[config.mk]
export PLATFORM = sky130hd
export DESIGN_NAME = uart_tx_framer
export DESIGN_NICKNAME = d
export VERILOG_FILES = /design/src/rtl/uart_txf_pkg.sv /design/src/rtl/uart_txf_parity.sv /design/src/rtl/uart_txf_bittimer.sv /design/src/rtl/uart_tx_framer.sv
export SDC_FILE = /design/constraint.sdc
export NUM_CORES = 1
export LEC_CHECK = 0
export CAP_MARGIN = 20
export CORE_UTILIZATION = 35
export DETAILED_ROUTE_END_ITERATION = 12
export GPL_ROUTABILITY_DRIVEN = 0
export SYNTH_ARGS = -nofsm -noshare
export SYNTH_HDL_FRONTEND = slang
export SYNTH_SLANG_ARGS = --single-unit
[constraint.sdc]
create_clock -name clk -period 2.2 [get_ports clk]
set_input_delay 0.44 -clock clk [delete_from_list [all_inputs] [get_ports clk]]
set_output_delay 0.44 -clock clk [all_outputs]
set_load 0.01 [all_outputs]
[src/rtl/uart_txf_pkg.sv]
package uart_txf_pkg;

   typedef enum logic [2:0] {
      ST_IDLE  = 3'd0,
      ST_START = 3'd1,
      ST_DATA  = 3'd2,
      ST_PAR   = 3'd3,
      ST_STOP  = 3'd4
   } txf_state_e;

   typedef enum logic [1:0] {
      PM_EVEN  = 2'd0,
      PM_ODD   = 2'd1,
      PM_MARK  = 2'd2,
      PM_SPACE = 2'd3
   } txf_par_mode_e;

endpackage

[src/rtl/uart_txf_parity.sv]
module uart_txf_parity
   import uart_txf_pkg::*;
#(
   parameter int MAX_DATA = 8,
   parameter int SIZE_W   = 2
) (
   input  logic [MAX_DATA-1:0] data,
   input  logic [SIZE_W-1:0]   size,
   input  logic [1:0]          mode,
   input  logic                count_zeros,
   output logic                par_bit
);
   localparam int MIN_DATA = MAX_DATA - (1 << SIZE_W) + 1;
   localparam int NB_W     = $clog2(MAX_DATA + 1);

   logic [NB_W-1:0]     n_bits;
   logic [MAX_DATA-1:0] mask;
   logic                ones_odd;
   logic                cnt_odd;

   assign n_bits = NB_W'(MIN_DATA) + NB_W'(size);

   // active-bit mask, one comparator per data position
   for (genvar i = 0; i < MAX_DATA; i++) begin : g_mask
      assign mask[i] = (NB_W'(i) < n_bits);
   end

   assign ones_odd = ^(data & mask);
   // zeros = n - ones, so its lsb flips with the lsb of n
   assign cnt_odd  = count_zeros ? (ones_odd ^ n_bits[0]) : ones_odd;

   always_comb begin
      unique case (txf_par_mode_e'(mode))
         PM_EVEN:  par_bit = cnt_odd;
         PM_ODD:   par_bit = ~cnt_odd;
         PM_MARK:  par_bit = 1'b1;
         default:  par_bit = 1'b0;
      endcase
   end

   initial begin
      assert (MIN_DATA >= 1) else $error("SIZE_W too wide for MAX_DATA");
   end
endmodule

[src/rtl/uart_txf_bittimer.sv]
module uart_txf_bittimer #(
   parameter int HALVES_PER_BIT = 2,
   parameter int LONG_HALVES    = 3
) (
   input  logic clk,
   input  logic rst_n,
   input  logic restart,
   input  logic active,
   input  logic half_tick,
   input  logic long_bit,
   output logic last_half,
   output logic bit_end
);
   localparam int CW = (LONG_HALVES > 1) ? $clog2(LONG_HALVES) : 1;

   logic [CW-1:0] hc_q;
   logic [CW-1:0] last_val;

   if (LONG_HALVES == HALVES_PER_BIT) begin : g_flat
      assign last_val = CW'(HALVES_PER_BIT - 1);
   end else begin : g_ext
      assign last_val = long_bit ? CW'(LONG_HALVES - 1) : CW'(HALVES_PER_BIT - 1);
   end

   assign last_half = (hc_q == last_val);
   assign bit_end   = active && half_tick && last_half;

   always_ff @(posedge clk) begin
      if (!rst_n)                   hc_q <= '0;
      else if (restart)             hc_q <= '0;
      else if (active && half_tick) hc_q <= last_half ? '0 : hc_q + 1'b1;
   end

   a_r6_half_count_range: assert property (@(posedge clk) disable iff (!rst_n)
      hc_q <= CW'(LONG_HALVES - 1));

   a_r6_idle_count_clear: assert property (@(posedge clk) disable iff (!rst_n)
      restart |=> (hc_q == '0));

   initial begin
      assert (LONG_HALVES >= HALVES_PER_BIT && HALVES_PER_BIT >= 1)
         else $error("stop halves must not be shorter than a bit");
   end
endmodule

[src/rtl/uart_tx_framer.sv]
module uart_tx_framer
   import uart_txf_pkg::*;
#(
   parameter int MAX_DATA        = 8,
   parameter int SIZE_W          = 2,
   parameter int HALVES_PER_BIT  = 2,
   parameter int STOP_EXT_HALVES = 3
) (
   input  logic                clk,
   input  logic                rst_n,
   input  logic                half_tick,
   input  logic                fifo_empty,
   input  logic [MAX_DATA-1:0] fifo_data,
   output logic                fifo_pop,
   input  logic [SIZE_W-1:0]   cfg_size,
   input  logic                cfg_par_en,
   input  logic [1:0]          cfg_par_mode,
   input  logic                cfg_par_zeros,
   input  logic                cfg_stop_ext,
   input  logic                cfg_break,
   input  logic                cfg_flow_en,
   input  logic                cfg_cts_pol,
   input  logic                cts_in,
   output logic                txd,
   output logic                busy
);
   localparam int MIN_DATA = MAX_DATA - (1 << SIZE_W) + 1;
   localparam int NB_W     = $clog2(MAX_DATA + 1);
   localparam int IDX_W    = (MAX_DATA > 1) ? $clog2(MAX_DATA) : 1;

   txf_state_e          state_q;
   logic [MAX_DATA-1:0] shreg_q;
   logic [IDX_W-1:0]    bitcnt_q;
   logic [NB_W-1:0]     nbits_q;
   logic                par_en_q, par_bit_q, stop_ext_q, brk_q;

   logic cts_ok, can_launch, last_half, bit_end, par_now, last_data;

   assign busy       = (state_q != ST_IDLE);
   assign cts_ok     = !cfg_flow_en || (cts_in == cfg_cts_pol);
   assign can_launch = (state_q == ST_IDLE) || ((state_q == ST_STOP) && last_half);
   assign fifo_pop   = half_tick && !fifo_empty && cts_ok && can_launch;
   assign last_data  = (NB_W'(bitcnt_q) == nbits_q - NB_W'(1));

   uart_txf_parity #(.MAX_DATA(MAX_DATA), .SIZE_W(SIZE_W)) u_parity (
      .data        (fifo_data),
      .size        (cfg_size),
      .mode        (cfg_par_mode),
      .count_zeros (cfg_par_zeros),
      .par_bit     (par_now)
   );

   uart_txf_bittimer #(.HALVES_PER_BIT(HALVES_PER_BIT), .LONG_HALVES(STOP_EXT_HALVES)) u_timer (
      .clk       (clk),
      .rst_n     (rst_n),
      .restart   (fifo_pop),
      .active    (busy),
      .half_tick (half_tick),
      .long_bit  ((state_q == ST_STOP) && stop_ext_q),
      .last_half (last_half),
      .bit_end   (bit_end)
   );

   always_ff @(posedge clk) begin
      if (!rst_n) begin
         state_q    <= ST_IDLE;
         shreg_q    <= '0;
         bitcnt_q   <= '0;
         nbits_q    <= '0;
         par_en_q   <= 1'b0;
         par_bit_q  <= 1'b0;
         stop_ext_q <= 1'b0;
         brk_q      <= 1'b0;
      end else if (fifo_pop) begin
         state_q    <= ST_START;
         shreg_q    <= fifo_data;
         bitcnt_q   <= '0;
         nbits_q    <= NB_W'(MIN_DATA) + NB_W'(cfg_size);
         par_en_q   <= cfg_par_en;
         par_bit_q  <= par_now;
         stop_ext_q <= cfg_stop_ext;
         brk_q      <= cfg_break;
      end else if (bit_end) begin
         unique case (state_q)
            ST_START: state_q <= ST_DATA;
            ST_DATA: begin
               shreg_q <= shreg_q >> 1;
               if (last_data) state_q  <= par_en_q ? ST_PAR : ST_STOP;
               else           bitcnt_q <= bitcnt_q + 1'b1;
            end
            ST_PAR:  state_q <= ST_STOP;
            default: state_q <= ST_IDLE;
         endcase
      end
   end

   always_comb begin
      if (state_q == ST_IDLE) txd = 1'b1;
      else if (brk_q)         txd = 1'b0;
      else begin
         unique case (state_q)
            ST_START: txd = 1'b0;
            ST_DATA:  txd = shreg_q[0];
            ST_PAR:   txd = par_bit_q;
            default:  txd = 1'b1;
         endcase
      end
   end

   a_r2_pop_needs_tick: assert property (@(posedge clk) disable iff (!rst_n)
      fifo_pop |-> (half_tick && !fifo_empty));

   a_r2_start_low: assert property (@(posedge clk) disable iff (!rst_n)
      fifo_pop |=> (busy && !txd));

   a_r8_pop_needs_cts: assert property (@(posedge clk) disable iff (!rst_n)
      (fifo_pop && cfg_flow_en) |-> (cts_in == cfg_cts_pol));

   a_r1_idle_line_high: assert property (@(posedge clk) disable iff (!rst_n)
      !busy |-> txd);

   a_r7_break_low: assert property (@(posedge clk) disable iff (!rst_n)
      (busy && brk_q) |-> !txd);

   a_r3_bitcnt_range: assert property (@(posedge clk) disable iff (!rst_n)
      (state_q == ST_DATA) |-> (NB_W'(bitcnt_q) < nbits_q));

   a_r11_frame_cfg_stable: assert property (@(posedge clk) disable iff (!rst_n)
      (busy && !fifo_pop) |=> ($stable(nbits_q) && $stable(par_en_q) && $stable(brk_q)));

   initial begin
      assert (MIN_DATA >= 1 && MAX_DATA >= 2) else $error("bad data width parameters");
   end
endmodule

## Word level (Yosys, flattened, before mapping)

Index checks and enable logic that the tools add are counted.
W data, S select, Z words.

- Output and inout bits: 3
- Logic and storage cells: 75
- Bits of input ports: 23
- Flip-flop bits (word level): 24

- Magnitude comparators: 8
- Multiplexer cells: 15
- Reductions and logical operators: 22
- Bitwise gates (word level): 5
- $add $sub $neg: 4
- Equal/unequal tests: 11

Operator list:

| cell | number |
|---|---|
| $mux W8 | 3 |
| $lt A3 B4 Y1 const A | 4 |
| $pmux W3 S3 | 1 |
| $and A8 B8 Y8 | 1 |
| $lt A1 B4 Y1 const A | 2 |
| $lt A2 B4 Y1 const A | 2 |
| $reduce_xor A8 Y1 | 1 |
| $logic_and A1 B1 Y1 | 7 |
| $eq A3 B2 Y1 const B | 2 |
| $mux W3 | 2 |
| $pmux W1 S3 | 2 |
| $reduce_and A2 Y1 | 3 |
| $mux W1 | 5 |
| $add A3 B2 Y4 const A | 1 |
| $eq A3 B4 Y1 | 1 |
| $mux W2 | 2 |
| $reduce_bool A2 Y1 | 2 |
| $sub A4 B1 Y4 const B | 1 |
| $add A3 B1 Y3 const B | 1 |
| $eq A3 B1 Y1 const B | 1 |
| $eq A3 B3 Y1 const B | 1 |
| $logic_not A3 Y1 | 1 |
| $ne A3 B3 Y1 const B | 1 |
| $not A1 Y1 | 3 |
| other kinds (13) | 15 |

## Depth between registers and ports, before layout

- Depth after elaboration: 9
- Depth in mapped cells: 9
- Gate-level depth less buffers: 7

## Hierarchy

From an unflattened synthesis, not the netlist that was laid out.

- Cell total of the unflattened synthesis: 173
- Area, all modules: 1435.1 um^2

Modules (own cells, without submodules):

| module | area each (um^2) | cells each | instances | sequential area each (um^2) |
|---|---|---|---|---|
| uart_tx_framer | 1109.8 | 135 | 1 | 440.4 |
| uart_txf_parity | 207.7 | 22 | 1 | 0.0 |
| uart_txf_bittimer | 117.6 | 16 | 1 | 40.0 |

## Worst setup path before layout

OpenSTA, ideal clock, no wires.

- Kind: register -> output
- From: register state_q[0]
- To: output port fifo_pop
- Required time: 1.760 ns
- Stages on the path, launching flop included: 7
- Path buffers: 2
- Arrival time: 1.621 ns
- Slack: 0.139 ns
- Cell sequence: dfxtp_1 -> buf_4 -> and4bb_2 -> mux2_2 -> o21ai_4 -> inv_1 -> buf_2

- Longest elaborated chain between the ends: 7
- Elaborated cells on any way between the ends: 8
- Classes of those cells: 2 x eq/ne; 1 x mux; 5 x reduce/logical

RTL lines:

| what | RTL line | text |
|---|---|---|
| from (decl) | uart_tx_framer.sv:31 | `txf_state_e state_q;` |
| from (signal assigned) | uart_tx_framer.sv:88 | `if (last_data) state_q <= par_en_q ? ST_PAR : ST_STOP;` |
| $eq A3 B3 Y1 | uart_tx_framer.sv:41, uart_tx_framer.sv:59 |  |
| $logic_and A1 B1 Y1 | uart_tx_framer.sv:59 | `.long_bit ((state_q == ST_STOP) && stop_ext_q),` |
| $mux W2 | uart_txf_bittimer.sv:22 | `assign last_val = long_bit ? CW'(LONG_HALVES - 1) : CW'(HALVES_PER_BIT - 1);` |
| $eq A2 B2 Y1 | uart_txf_bittimer.sv:25 | `assign last_half = (hc_q == last_val);` |
| $logic_and A1 B1 Y1 | uart_tx_framer.sv:41 | `assign can_launch = (state_q == ST_IDLE) \|\| ((state_q == ST_STOP) && last_half);` |
| $logic_or A1 B1 Y1 (*) | uart_tx_framer.sv:41 |  |
| $logic_and A1 B1 Y1 (*) | uart_tx_framer.sv:42 | `assign fifo_pop = half_tick && !fifo_empty && cts_ok && can_launch;` |
| to (decl) | uart_tx_framer.sv:14 | `output logic fifo_pop,` |

Every way passes the cells marked *; elsewhere a longest branch is shown, timed or not.

## Final worst setup path

- From: input port fifo_data[5]
- To: register par_bit_q

- Longest elaborated chain between the ends: 6

RTL lines:

| what | RTL line | text |
|---|---|---|
| from (decl) | uart_tx_framer.sv:13 | `input logic [MAX_DATA-1:0] fifo_data,` |
| $and A8 B8 Y8 (*) | uart_txf_parity.sv:28 | `assign ones_odd = ^(data & mask);` |
| $reduce_xor A8 Y1 (*) | uart_txf_parity.sv:28 |  |
| $xor A1 B1 Y1 | uart_txf_parity.sv:30 | `assign cnt_odd = count_zeros ? (ones_odd ^ n_bits[0]) : ones_odd;` |
| $mux W1 (*) | uart_txf_parity.sv:30 |  |
| $not A1 Y1 | uart_txf_parity.sv:35 | `PM_ODD: par_bit = ~cnt_odd;` |
| $pmux W1 S3 (*) | uart_txf_parity.sv:33 | `unique case (txf_par_mode_e'(mode))` |
| to (signal assigned) | uart_tx_framer.sv:80 | `par_bit_q <= par_now;` |
| to (decl) | uart_tx_framer.sv:35 | `logic par_en_q, par_bit_q, stop_ext_q, brk_q;` |

Marks and branches as above.
A chain may end at the register's enable or synchronous reset.

==> results.md <==
- Power share of the combinational group: 25.5%
- GRT overflow: 0
- Clk Latency, worst-skew pair: 0.26 ns
- Commonest cells in the netlist: dfxtp_1, a21oi_1, nand2_1
- Crit end category: register
- Period minus WS final: 2.12 ns
- Total CTS buffers: 3
- Nets: 238
- Largest cells by area after synthesis: dfxtp_1, a21oi_1, mux2i_1
- Worst Path Class, Setup: input pin to register
- Via density per instance: 5.22
- Simple-gate portion of the synthesized area: 18.6%
- Clock power frac: 28.9%
- Final Skew: 0.00523 ns
- Xor and xnor area share after synthesis: 8.01%
- Slew headroom: 69.0%
- IO Pins: 26
- Count leader, synth: dfxtp_1
- Final ANT Viol Nets: 0
- CTS root buffer: clkbuf_8
- Placed cell count: 252
- Fmax: 0.473 GHz
- Area growth syn-to-layout: 34.7%
- Final Setup Violations: 0
- Gate Count Post-Synth: 167
- Total GRT Usage: 17.1%
- Die X: 66.1 um
- Final Max Tran Viols: 0
- Highest net fanout along the worst path: 2
- First drt pass iteration count: 4
- Port Buffers: 25
- Psw: 0.268 mW
- DRC: 0
- Clock Pin Slew Worst Setup and Hold Paths: 0.09 ns
- Startpoint Class: input pin
- Vias: 1,341
- Max Cap Violations: 0
- Number of synthesized flops with an enable pin: 0
- Worst-Margin Slew: 0.464 ns
- Yosys top cell area share: 33.4%
- Asr flop ratio synth: 0%
- Internal Power: 0.767 mW
- Clock buffer depth: 2
- Status: complete, no violations
- PwrDens: 535 nW/um^2
- Cell Area, Synth: 1440 um^2
- Largest net degree at the start of global routing: 15
- Yosys cell types: 41
- Final Hold Fails: 0
- Initial DRC count: 80
- VDD IR max: 0.261 mV
- WL/cell: 13.3 um
- Fin Setup TNS: 0 ns
- Period utilization: 96.1%
- Starting Density: 37.8%
- First-pass GRT wire length: 5880 um
- Multiplexer share of the synthesized area: 7.14%
- Final Instance Count excl. Fillers: 257
- Synthesized net count: 195
- Flop pwr share: 45.6%
- YS warnings: 0
- Post-synthesis sequential area ratio: 33.4%
- Static leakage: 0.764 nW
- FP Rows: 22
- Core area: 3800 um^2
- Largest family of logic cells by synthesized area: compound AO/OA/AOI/OAI gates
- N_diodes: 0
- CTS tree: yes
- Layout Utilization: 50.9%
- Dominant synthesized flop cell: dfxtp_1
- Worst endpoint required time: 2.41 ns
- Sw Ratio: 25.9%
- Die H: 66.1 um
- Initial antenna violation count: 0
- Dominant cell type by area after synthesis: dfxtp_1
- Final HPWL DP: 2630 um
- WP data arrival: 2.33 ns
- Layout cells sized above 1: 19.6%
- Register Area: 480 um^2
- Multi-input logic area: 890 um^2
- Fillers: 373
- Worst min path class: input pin to register
- H-tree levels: 1
- Avg Inst Size Synth: 8.60 um^2
- Total power: 1.03 mW
- Compound-gate portion of the synthesized area: 22.2%
- RSZ-0062 raised after global routing: false
- Vias in the first global route: 1,358
- Adder-cell share of the synthesized area: 4.36%
- Yosys reg bits: 24
- Die Area: 4360 um^2
- Drt total wl: 3410 um
- Total clock sinks: 24
routing by layer:
| metal | vias to the layer above | track usage [%] | wire length (um) |
|---|---|---|---|
| met5 | - | 0 | 0 |
| met4 | 0 | 5.05 | 60 |
| met3 | 4 | 1.90 | 153 |
| met2 | 43 | 29.2 | 1560 |
| met1 | 610 | 22.5 | 1630 |
| li1 | 684 | - | - |
kinds of logic (layout without fill, tap and decap cells):
group | Yosys count | in the layout
simple gates | 50 | 50
xor+xnor | 10 | 10
compound gates | 50 | 50
buf+inv | 18 | 60
fa+ha+maj | 5 | 5
flops | 24 | 24
mux | 10 | 10
registers in the layout, summed over array words and instances (netlist names):
signal and cells:
bitcnt_q 3, stop_ext_q 1, state_q 3, nbits_q 4, u_timer.hc_q 2, par_bit_q 1, brk_q 1, par_en_q 1
shreg_q 8
what timing repair did:
item	CTS	global route
hold buffers	0	0
pin swaps	1	4
setup endpoints to repair	10	11
setup buffers	0	1
resized for setup	9	9
per-stage QoR:
step                hold WS, ns  area [um^2]  setup WS, ns
finish                    0.419         1930        0.0849
global route              0.434         1930       0.00865
CTS                       0.471         1910      -0.00355
detailed placement        0.459         1840        -0.526
global placement          0.443         1840        -0.502
floorplan                 0.432         1440         0.139
cells in the final DEF (no fill, tap or decap), types with 2 or more instances in the layout:
master           count
dfxtp_1             24
a21oi_1             21
nand2_1             21
clkdlybuf4s50_1     20
buf_4               20
inv_1                9
mux2i_1              8
a211oi_1             8
o21ai_0              7
xor2_1               5
nor2_1               5
nand3_1              5
ha_1                 5
clkbuf_8             4
nor2b_1              3
mux2_2               2
or3_1                2
a31oi_1              2
o22ai_1              2
nand3b_1             2
nand4_1              2
or4_1                2
xnor2_1              2
xnor3_1              2
dlymetal6s2s_1       2
buf_6                2
power groups by stage:
| stage | Sequential [mW] | Clock (mW) | Combinational, mW |
|---|---|---|---|
| floorplan | 0.478 | 0 | 0.142 |
| global placement | 0.482 | 0 | 0.238 |
| detailed placement | 0.482 | 0 | 0.242 |
| CTS | 0.472 | 0.305 | 0.247 |
| global route | 0.476 | 0.327 | 0.289 |
| finish | 0.472 | 0.299 | 0.263 |
path summary, 6_finish.rpt:
check,from,endpoint,slack [ns],cells after the start
worst max-delay path,fifo_data[5],par_bit_q,0.08,6
worst min-delay path,cfg_size[0],nbits_q[0],0.42,2
worst max register to register,nbits_q[1],bitcnt_q[1],0.12,8
worst min register to register,stop_ext_q,stop_ext_q,0.46,2
critical path, cell delays in order:
cell and delay (ns):
clkdlybuf4s50_1 0.47, nor2b_2 0.15, xnor3_1 0.30, xnor3_1 0.39, or4_1 0.48, nand3_1 0.09
layout make-up:
type                       count  share of cell area (%)
multi-input combinational    125                    46.0
timing repair buffer          46                    21.3
clock buffer                   4                    2.85
sequential                    24                    24.8
inverter                      10                    1.94
tap                           48                    3.10
No activity file was read; power rests on OpenSTA's default activity.
